`src/rtl/ptrjust_pkg.sv`:
```
package ptrjust_pkg;
    localparam int unsigned PJ_NUM_TRIB = 3;
    localparam int unsigned PJ_CNT_W    = 11;

    typedef enum logic {
        TOP_WRAP = 1'b0,
        TOP_SAT  = 1'b1
    } top_mode_e;
endpackage

```
`src/rtl/ptrjust_cell.sv`:
```
module ptrjust_cell #(
    parameter int unsigned CNT_W = ptrjust_pkg::PJ_CNT_W
) (
    input  logic             clk,
    input  logic             rst_n,
    input  logic             evt,
    input  logic             clr,
    input  logic             strobe,
    input  logic             sat_mode,
    output logic [CNT_W-1:0] hold
);
    import ptrjust_pkg::*;

    localparam logic [CNT_W-1:0] CNT_MAX = {CNT_W{1'b1}};
    localparam logic [CNT_W-1:0] CNT_ONE = {{(CNT_W-1){1'b0}}, 1'b1};

    typedef struct packed {
        logic [CNT_W-1:0] run;
        logic [CNT_W-1:0] hold;
    } cell_state_t;

    cell_state_t st_d, st_q;
    top_mode_e   mode;

    assign mode = top_mode_e'(sat_mode);

    always_comb begin
        st_d = st_q;
        if (clr) begin
            st_d.run  = '0;
            st_d.hold = '0;
        end else if (strobe) begin
            st_d.hold = st_q.run;
            st_d.run  = evt ? CNT_ONE : '0;
        end else if (evt) begin
            if (st_q.run == CNT_MAX) begin
                st_d.run = (mode == TOP_SAT) ? CNT_MAX : '0;
            end else begin
                st_d.run = st_q.run + CNT_ONE;
            end
        end
    end

    always_ff @(posedge clk or negedge rst_n) begin
        if (!rst_n) begin
            st_q <= '0;
        end else begin
            st_q <= st_d;
        end
    end

    assign hold = st_q.hold;
endmodule

```
`src/rtl/ptrjust_lane.sv`:
```
module ptrjust_lane #(
    parameter int unsigned CNT_W = ptrjust_pkg::PJ_CNT_W
) (
    input  logic             clk,
    input  logic             rst_n,
    input  logic             inc_evt,
    input  logic             dec_evt,
    input  logic             lop,
    input  logic             ais,
    input  logic             strobe,
    input  logic             sat_mode,
    output logic [CNT_W-1:0] inc_hold,
    output logic [CNT_W-1:0] dec_hold
);
    localparam int unsigned N_KIND = 2;

    logic                       clr;
    logic [N_KIND-1:0]          evt_ok;
    logic [N_KIND-1:0]          evt_raw;
    logic [N_KIND-1:0][CNT_W-1:0] holds;

    // Loss of pointer and AIS both clear; events during LOP are dropped.
    assign clr     = lop | ais;
    assign evt_raw = {dec_evt, inc_evt};
    assign evt_ok  = evt_raw & {N_KIND{~lop}};

    for (genvar k = 0; k < N_KIND; k++) begin : g_kind
        ptrjust_cell #(.CNT_W(CNT_W)) u_cell (
            .clk      (clk),
            .rst_n    (rst_n),
            .evt      (evt_ok[k]),
            .clr      (clr),
            .strobe   (strobe),
            .sat_mode (sat_mode),
            .hold     (holds[k])
        );
    end

    assign inc_hold = holds[0];
    assign dec_hold = holds[1];
endmodule

```
`src/rtl/ptrjust_counter.sv`:
```
module ptrjust_counter #(
    parameter int unsigned NUM_TRIB = ptrjust_pkg::PJ_NUM_TRIB,
    parameter int unsigned CNT_W    = ptrjust_pkg::PJ_CNT_W
) (
    input  logic                      clk,
    input  logic                      rst_n,
    input  logic [NUM_TRIB-1:0]       inc_evt,
    input  logic [NUM_TRIB-1:0]       dec_evt,
    input  logic [NUM_TRIB-1:0]       lop,
    input  logic [NUM_TRIB-1:0]       ais,
    input  logic                      pm_strobe,
    input  logic                      sat_mode,
    output logic [NUM_TRIB*CNT_W-1:0] inc_hold,
    output logic [NUM_TRIB*CNT_W-1:0] dec_hold
);
    for (genvar t = 0; t < NUM_TRIB; t++) begin : g_trib
        ptrjust_lane #(.CNT_W(CNT_W)) u_lane (
            .clk      (clk),
            .rst_n    (rst_n),
            .inc_evt  (inc_evt[t]),
            .dec_evt  (dec_evt[t]),
            .lop      (lop[t]),
            .ais      (ais[t]),
            .strobe   (pm_strobe),
            .sat_mode (sat_mode),
            .inc_hold (inc_hold[t*CNT_W +: CNT_W]),
            .dec_hold (dec_hold[t*CNT_W +: CNT_W])
        );
    end
endmodule

```
`config.mk`:
```
export PLATFORM = sky130hd
export DESIGN_NAME = ptrjust_counter
export DESIGN_NICKNAME = d
export VERILOG_FILES = /design/src/rtl/ptrjust_pkg.sv /design/src/rtl/ptrjust_cell.sv /design/src/rtl/ptrjust_lane.sv /design/src/rtl/ptrjust_counter.sv
export SDC_FILE = /design/constraint.sdc
export NUM_CORES = 1
export LEC_CHECK = 0
export ABC_AREA = 1
export BUFFER_PORTS_ARGS = -buffer_cell sky130_fd_sc_hd__buf_2
export CAP_MARGIN = 20
export CORE_MARGIN = 4
export CORE_UTILIZATION = 45
export DETAILED_ROUTE_END_ITERATION = 8
export HOLD_SLACK_MARGIN = 0.1
export MAX_ROUTING_LAYER = met4
export SLEW_MARGIN = 20
export SYNTH_ARGS = -nofsm -noshare
export SYNTH_HDL_FRONTEND = slang
export SYNTH_SLANG_ARGS = --single-unit
```
`constraint.sdc`:
```
create_clock -name clk -period 3.2 [get_ports clk]
set_clock_uncertainty 0.15 [all_clocks]
set_input_delay 0.32 -clock clk [delete_from_list [all_inputs] [get_ports clk]]
set_output_delay 0.32 -clock clk [all_outputs]
set_load 0.005 [all_outputs]
```
### After elaboration in Yosys (flattened, before gate mapping)

Index checks and enable logic that the tools add are counted.

* $add $sub $neg: 6
* equal/unequal tests: 6
* mux-type cells: 37
* bitwise operators: 9
* reductions and logical operators: 9

Operators with widths (number)
* two-way mux 11 bit: 25
* two-way mux 22 bit: 6
* adder 11 x 1 -> 11 bit (second input constant): 6
* equality test 11 bit (second input constant): 6
* nonzero test 3 bit: 6
* bitwise AND 2 bit: 3
* two-way mux 1 bit: 6
* nonzero test 2 bit: 3
* NOT 1 bit: 3
* bitwise OR 1 bit: 3

* bits in registers: 132
* bits of input ports: 16
* output and inout port bits: 66
* logic and storage cells: 79

### Depth between registers and ports, before layout

* depth in word-level cells: 5
* depth in mapped cells: 9
* gate-level depth less buffers: 9

### Hierarchy

Synthesis repeated with hierarchy kept, for this count alone.

* cell total of the unflattened synthesis: 1017
* area total of the unflattened synthesis: 7548.5 um^2

By module, submodules not included
* ptrjust_cell: instances 6, cells an instance 166, area an instance 1244.9 um^2, sequential area each 550.5 um^2
* ptrjust_lane: instances 3, cells an instance 7, area an instance 26.3 um^2, sequential area each 0.0 um^2

### Worst setup path before layout

OpenSTA, ideal clock, no wires.

* path kind: register to register
* start: register g_trib[2].u_lane.g_kind[0].u_cell.st_q[11] (netlist name)
* end: register g_trib[2].u_lane.g_kind[0].u_cell.st_q[12] (netlist name)
* library setup time: 0.116 ns
* arrival: 1.326 ns
* required time: 2.934 ns
* setup slack: 1.608 ns
* stages on the path, launching flop included: 9
* path buffers: 0
* cells stage by stage: dfrtp_1 ha_1 nand2_1 nor2_4 nand2_2 nor2_4 or2_2 nand2_1 nand2_1

* longest elaborated chain between the ends: 5
* elaborated cells on any way between the ends: 6

Ends and longest elaborated chain
* start: declaration: RTL line ptrjust_cell.sv:22 `cell_state_t st_d, st_q;`
* start signal: assignment: RTL line ptrjust_cell.sv:48 `st_q <= st_d;`
* adder 11 x 1 -> 11 bit / equality test 11 bit (equally long branches): RTL line ptrjust_cell.sv:39, ptrjust_cell.sv:36
* two-way mux 11 bit (*): RTL line ptrjust_cell.sv:36 `if (st_q.run == CNT_MAX) begin`
* two-way mux 11 bit (*): RTL line ptrjust_cell.sv:35 `end else if (evt) begin`
* two-way mux 11 bit (*): RTL line ptrjust_cell.sv:32 `end else if (strobe) begin`
* two-way mux 22 bit (*): RTL line ptrjust_cell.sv:29 `if (clr) begin`

Mark *: on every way between the ends. The rest lies on a longest branch, timed or not. The select of a mux whose other input is x is not followed.
A chain may end at the register's enable or synchronous reset.

### Worst setup path in the final report

* start: register g_trib[1].u_lane.g_kind[0].u_cell.st_q[11] (netlist name)
* end: register g_trib[1].u_lane.g_kind[0].u_cell.st_q[14] (netlist name)

* longest elaborated chain between the ends: 5
* elaborated cells on any way between the ends: 6

Ends and longest elaborated chain (RTL line)
* start: declaration: ptrjust_cell.sv:22
* start signal: assignment: ptrjust_cell.sv:48
* adder 11 x 1 -> 11 bit / equality test 11 bit (equally long branches): ptrjust_cell.sv:39, ptrjust_cell.sv:36
* two-way mux 11 bit (*): ptrjust_cell.sv:36
* two-way mux 11 bit (*): ptrjust_cell.sv:35
* two-way mux 11 bit (*): ptrjust_cell.sv:32
* two-way mux 22 bit (*): ptrjust_cell.sv:29

Marked as above.

==> impl_metrics.ini <==
[timing]
fin_crit_ns = 1.782
relSlewSlack_pct = 60.99
finalSetupTns_ns = 0
tightest_slew_ns = 0.5852
fmax_ghz = 0.5610
layout_setup_ws_ns = 1.418
final-setup-viol-count = 0
hold_violations = 0
maxSlewViolCount = 0
rsz0062_at_grt = false
fin_crit_sh_pct = 55.70

[clock_network]
cts_tree = done
clockBufferDepth = 2
cts-root-buf = clkbuf_16
ctsResizeCount = 0
numCtsBuffers = 17
htree_levels = 4
insertion_delay_ns = 0.42
clock-sinks = 132
path_clk_slew_ns = 0.06

[placed_design]
place_ws_ns = 1.181
port_buffers = 81
dp.cells = 1201
dp_hpwl_mm = 12.14
place_congestion = 0.8608

[synth]
synth_cells = 986
synth_area_um2 = 7431
synth.avg_cell_area_um2 = 7.536
synth_ff_type = dfrtp_1
yosysTopAreaCell = dfrtp_1
async_reset_ff_share_pct = 100.0
synth_edf_count = 0
synthDominantCellAreaShare_pct = 44.45
syn_nets = 1008
ys_warn_count = 0
synth-seq-cells = 132
synth.distinct_cells = 26
synth_area_leaders = dfrtp_1, nand2_1, buf_4
synth-seq-area-share_pct = 44.45

[hold_path]
holdPathStages = 4
min_path_type = in -> reg
holdCritStartpoint = ais[0]
min_to = g_trib[0].u_lane.g_kind[0].u_cell.hold[6]$_DFFE_PN0P_

[outcome]
status = finished, final reports clean

[critical_path]
crit_path_max_fanout = 7
r2r_end = g_trib[1].u_lane.g_kind[0].u_cell.st_q[14]$_DFFE_PN0P_
critPathLaunchType = register
end_kind = register
reg2reg_from = g_trib[1].u_lane.g_kind[0].u_cell.st_q[11]$_DFFE_PN0P_
rrSetupSlack_ns = 1.42
ff2ff_path_depth = 8
critPathKind = reg -> reg
arrival_ns = 1.99
cp.required_ns = 3.41

[die]
initial_core_util_pct = 46.28
core_area_um2 = 16060
die_y_um = 136.5
ioPinCount = 82
rows = 46
dieArea_um2 = 18630
die_w_um = 136.5

[drt]
wl_mm = 17.36
drc = 0
ant_nets = 0
drtIter0Drc = 351
vias_per_cell = 5.008
vias = 6200
drtPass1Iterations = 5
drt-wirelength-per-cell_um = 14.02

[power_and_ir_drop]
power_uw = 4179
p_clk_share_pct = 54.4
p_seq_share_pct = 40.9
comb_power_share_pct = 4.7
swShare_pct = 21.72
vdd_ir_drop_max_mv = 0.3540
netSwitchingPower_uw = 907.7
leakage_uw = 0.004063
p_per_area_nw_per_um2 = 503.2
p_int_uw = 3271

[grt]
gr-total-overflow = 0
grt_pass1_wl_mm = 29.46
grt_pass1_vias = 5972
track_usage_pct = 20.54
antenna_found_initial = 0
grt_max_degree = 79

[final_layout]
num_antenna_cells = 0
seq_area_um2 = 3303
area_growth_pct = 11.75
finalNonFillerCells = 1238
fillCellCount = 1560
nNetsFinal = 1031
multi_input_area_um2 = 3199
layout-drive-gt1-share_pct = 16.83

[job]
max-cap-violations = 0
## per-stage QoR
stage | cell area (µm²) | util (%) | hold WS (ns)
CTS | 8304 | 51.71 | 0.1065
global route | 8304 | 51.71 | 0.1294
global placement | 7562 | 47.09 | 0.1713
detailed placement | 7562 | 47.09 | 0.1718
floorplan | 7431 | - | -0.1256
finish | 8304 | 51.71 | 0.1146
## routing by layer
metal  vias up  track usage [%]  share of wire [%]
met5         -                -                  0
met4         0            7.783                1.9
met3        21            4.081                4.2
met2       118            32.37                 48
met1      2928            26.33                 46
li1       3133                -                  -
## cells in the mapped netlist, types with 3 or more instances
| cell type | instances |
|---|---|
| o21ai_1 | 19 |
| dfrtp_1 | 132 |
| nand4_1 | 12 |
| buf_4 | 66 |
| ha_1 | 6 |
| or2_2 | 5 |
| nor2_2 | 9 |
| nand3_2 | 3 |
| nand2_2 | 10 |
| nor2_1 | 67 |
| o21ai_0 | 66 |
| inv_1 | 85 |
| xor2_1 | 11 |
| clkbuf_1 | 9 |
| nand3_1 | 40 |
| nor2_4 | 18 |
| nand2_1 | 319 |
| a21oi_1 | 87 |
| inv_2 | 6 |
| buf_2 | 8 |
| nand2_4 | 3 |
## power by group through the flow
stage / Clock, µW / Sequential (µW) / Combinational (µW)
global placement: 0 / 1740 / 195
finish: 2270 / 1710 / 196
CTS: 2310 / 1710 / 202
detailed placement: 0 / 1740 / 197
global route: 2390 / 1710 / 225
floorplan: 0 / 1730 / 125
## layout make-up
type,count,share of cell area (%)
multi-input cells,678,38.53
repair buffers,88,5.921
inverters,92,4.189
clock inverters,12,2.712
clock buffers,20,5.620
flip-flops and latches,132,39.78
well taps,216,3.254
## worst max-delay path by stage
stage | endpoint | slack, ns | cells past startpoint | start
CTS | g_trib[0].u_lane.g_kind[1].u_cell.st_q[11]$_DFFE_PN0P_ | 1.40 | 8 | g_trib[0].u_lane.g_kind[1].u_cell.st_q[11]$_DFFE_PN0P_
finish | g_trib[1].u_lane.g_kind[0].u_cell.st_q[14]$_DFFE_PN0P_ | 1.42 | 8 | g_trib[1].u_lane.g_kind[0].u_cell.st_q[11]$_DFFE_PN0P_
global placement | g_trib[0].u_lane.g_kind[1].u_cell.hold[6]$_DFFE_PN0P_ | 1.23 | 4 | pm_strobe
floorplan | g_trib[2].u_lane.g_kind[0].u_cell.st_q[12]$_DFFE_PN0P_ | 1.61 | 8 | g_trib[2].u_lane.g_kind[0].u_cell.st_q[11]$_DFFE_PN0P_
global route | g_trib[2].u_lane.g_kind[1].u_cell.st_q[11]$_DFFE_PN0P_ | 1.25 | 8 | g_trib[2].u_lane.g_kind[1].u_cell.st_q[11]$_DFFE_PN0P_
detailed placement | g_trib[0].u_lane.g_kind[1].u_cell.st_q[21]$_DFFE_PN0P_ | 1.18 | 9 | pm_strobe
## state kept, by name, indices dropped and copies added, names as in the netlist
signal and cells:
g_trib.u_lane.g_kind.u_cell.st_q 66, g_trib.u_lane.g_kind.u_cell.hold 66
## cells by family after synthesis
family,after synthesis,share of synthesized area [%]
compound gates,173,11.70
xor+xnor,11,1.296
fa+ha+maj,6,1.010
buf+inv,176,12.49
flops,132,44.45
simple gates,488,29.05
## worst max-delay path, stage by stage (launching register included)
cell and delay [ns]:
dfrtp_1 0.46, ha_1 0.30, nand2_2 0.12, nor2_4 0.05, nand4_1 0.11, nand2_1 0.08
nor2_1 0.28, nand2_1 0.11, nand2_1 0.07
## placed cells by master, fill, tap and decap left out, types with 5 or more instances in the layout
cell,instances
buf_2,79
bufinv_16,6
nor2_4,18
nor2_1,67
inv_2,6
clkbuf_16,17
nand4_1,12
dlygate4sd3_1,5
xor2_1,11
dfrtp_1,132
inv_1,85
a21oi_1,87
ha_1,6
or2_2,5
o21ai_0,66
nor2_2,9
nand3_1,40
nand2_1,319
o21ai_1,19
nand2_2,10
## what timing repair did
action,4_1_cts,5_1_grt
hold buffers,5,0
hold endpoints to repair,62,0
buffers inserted,0,0
(Power assumes the default switching activity.)
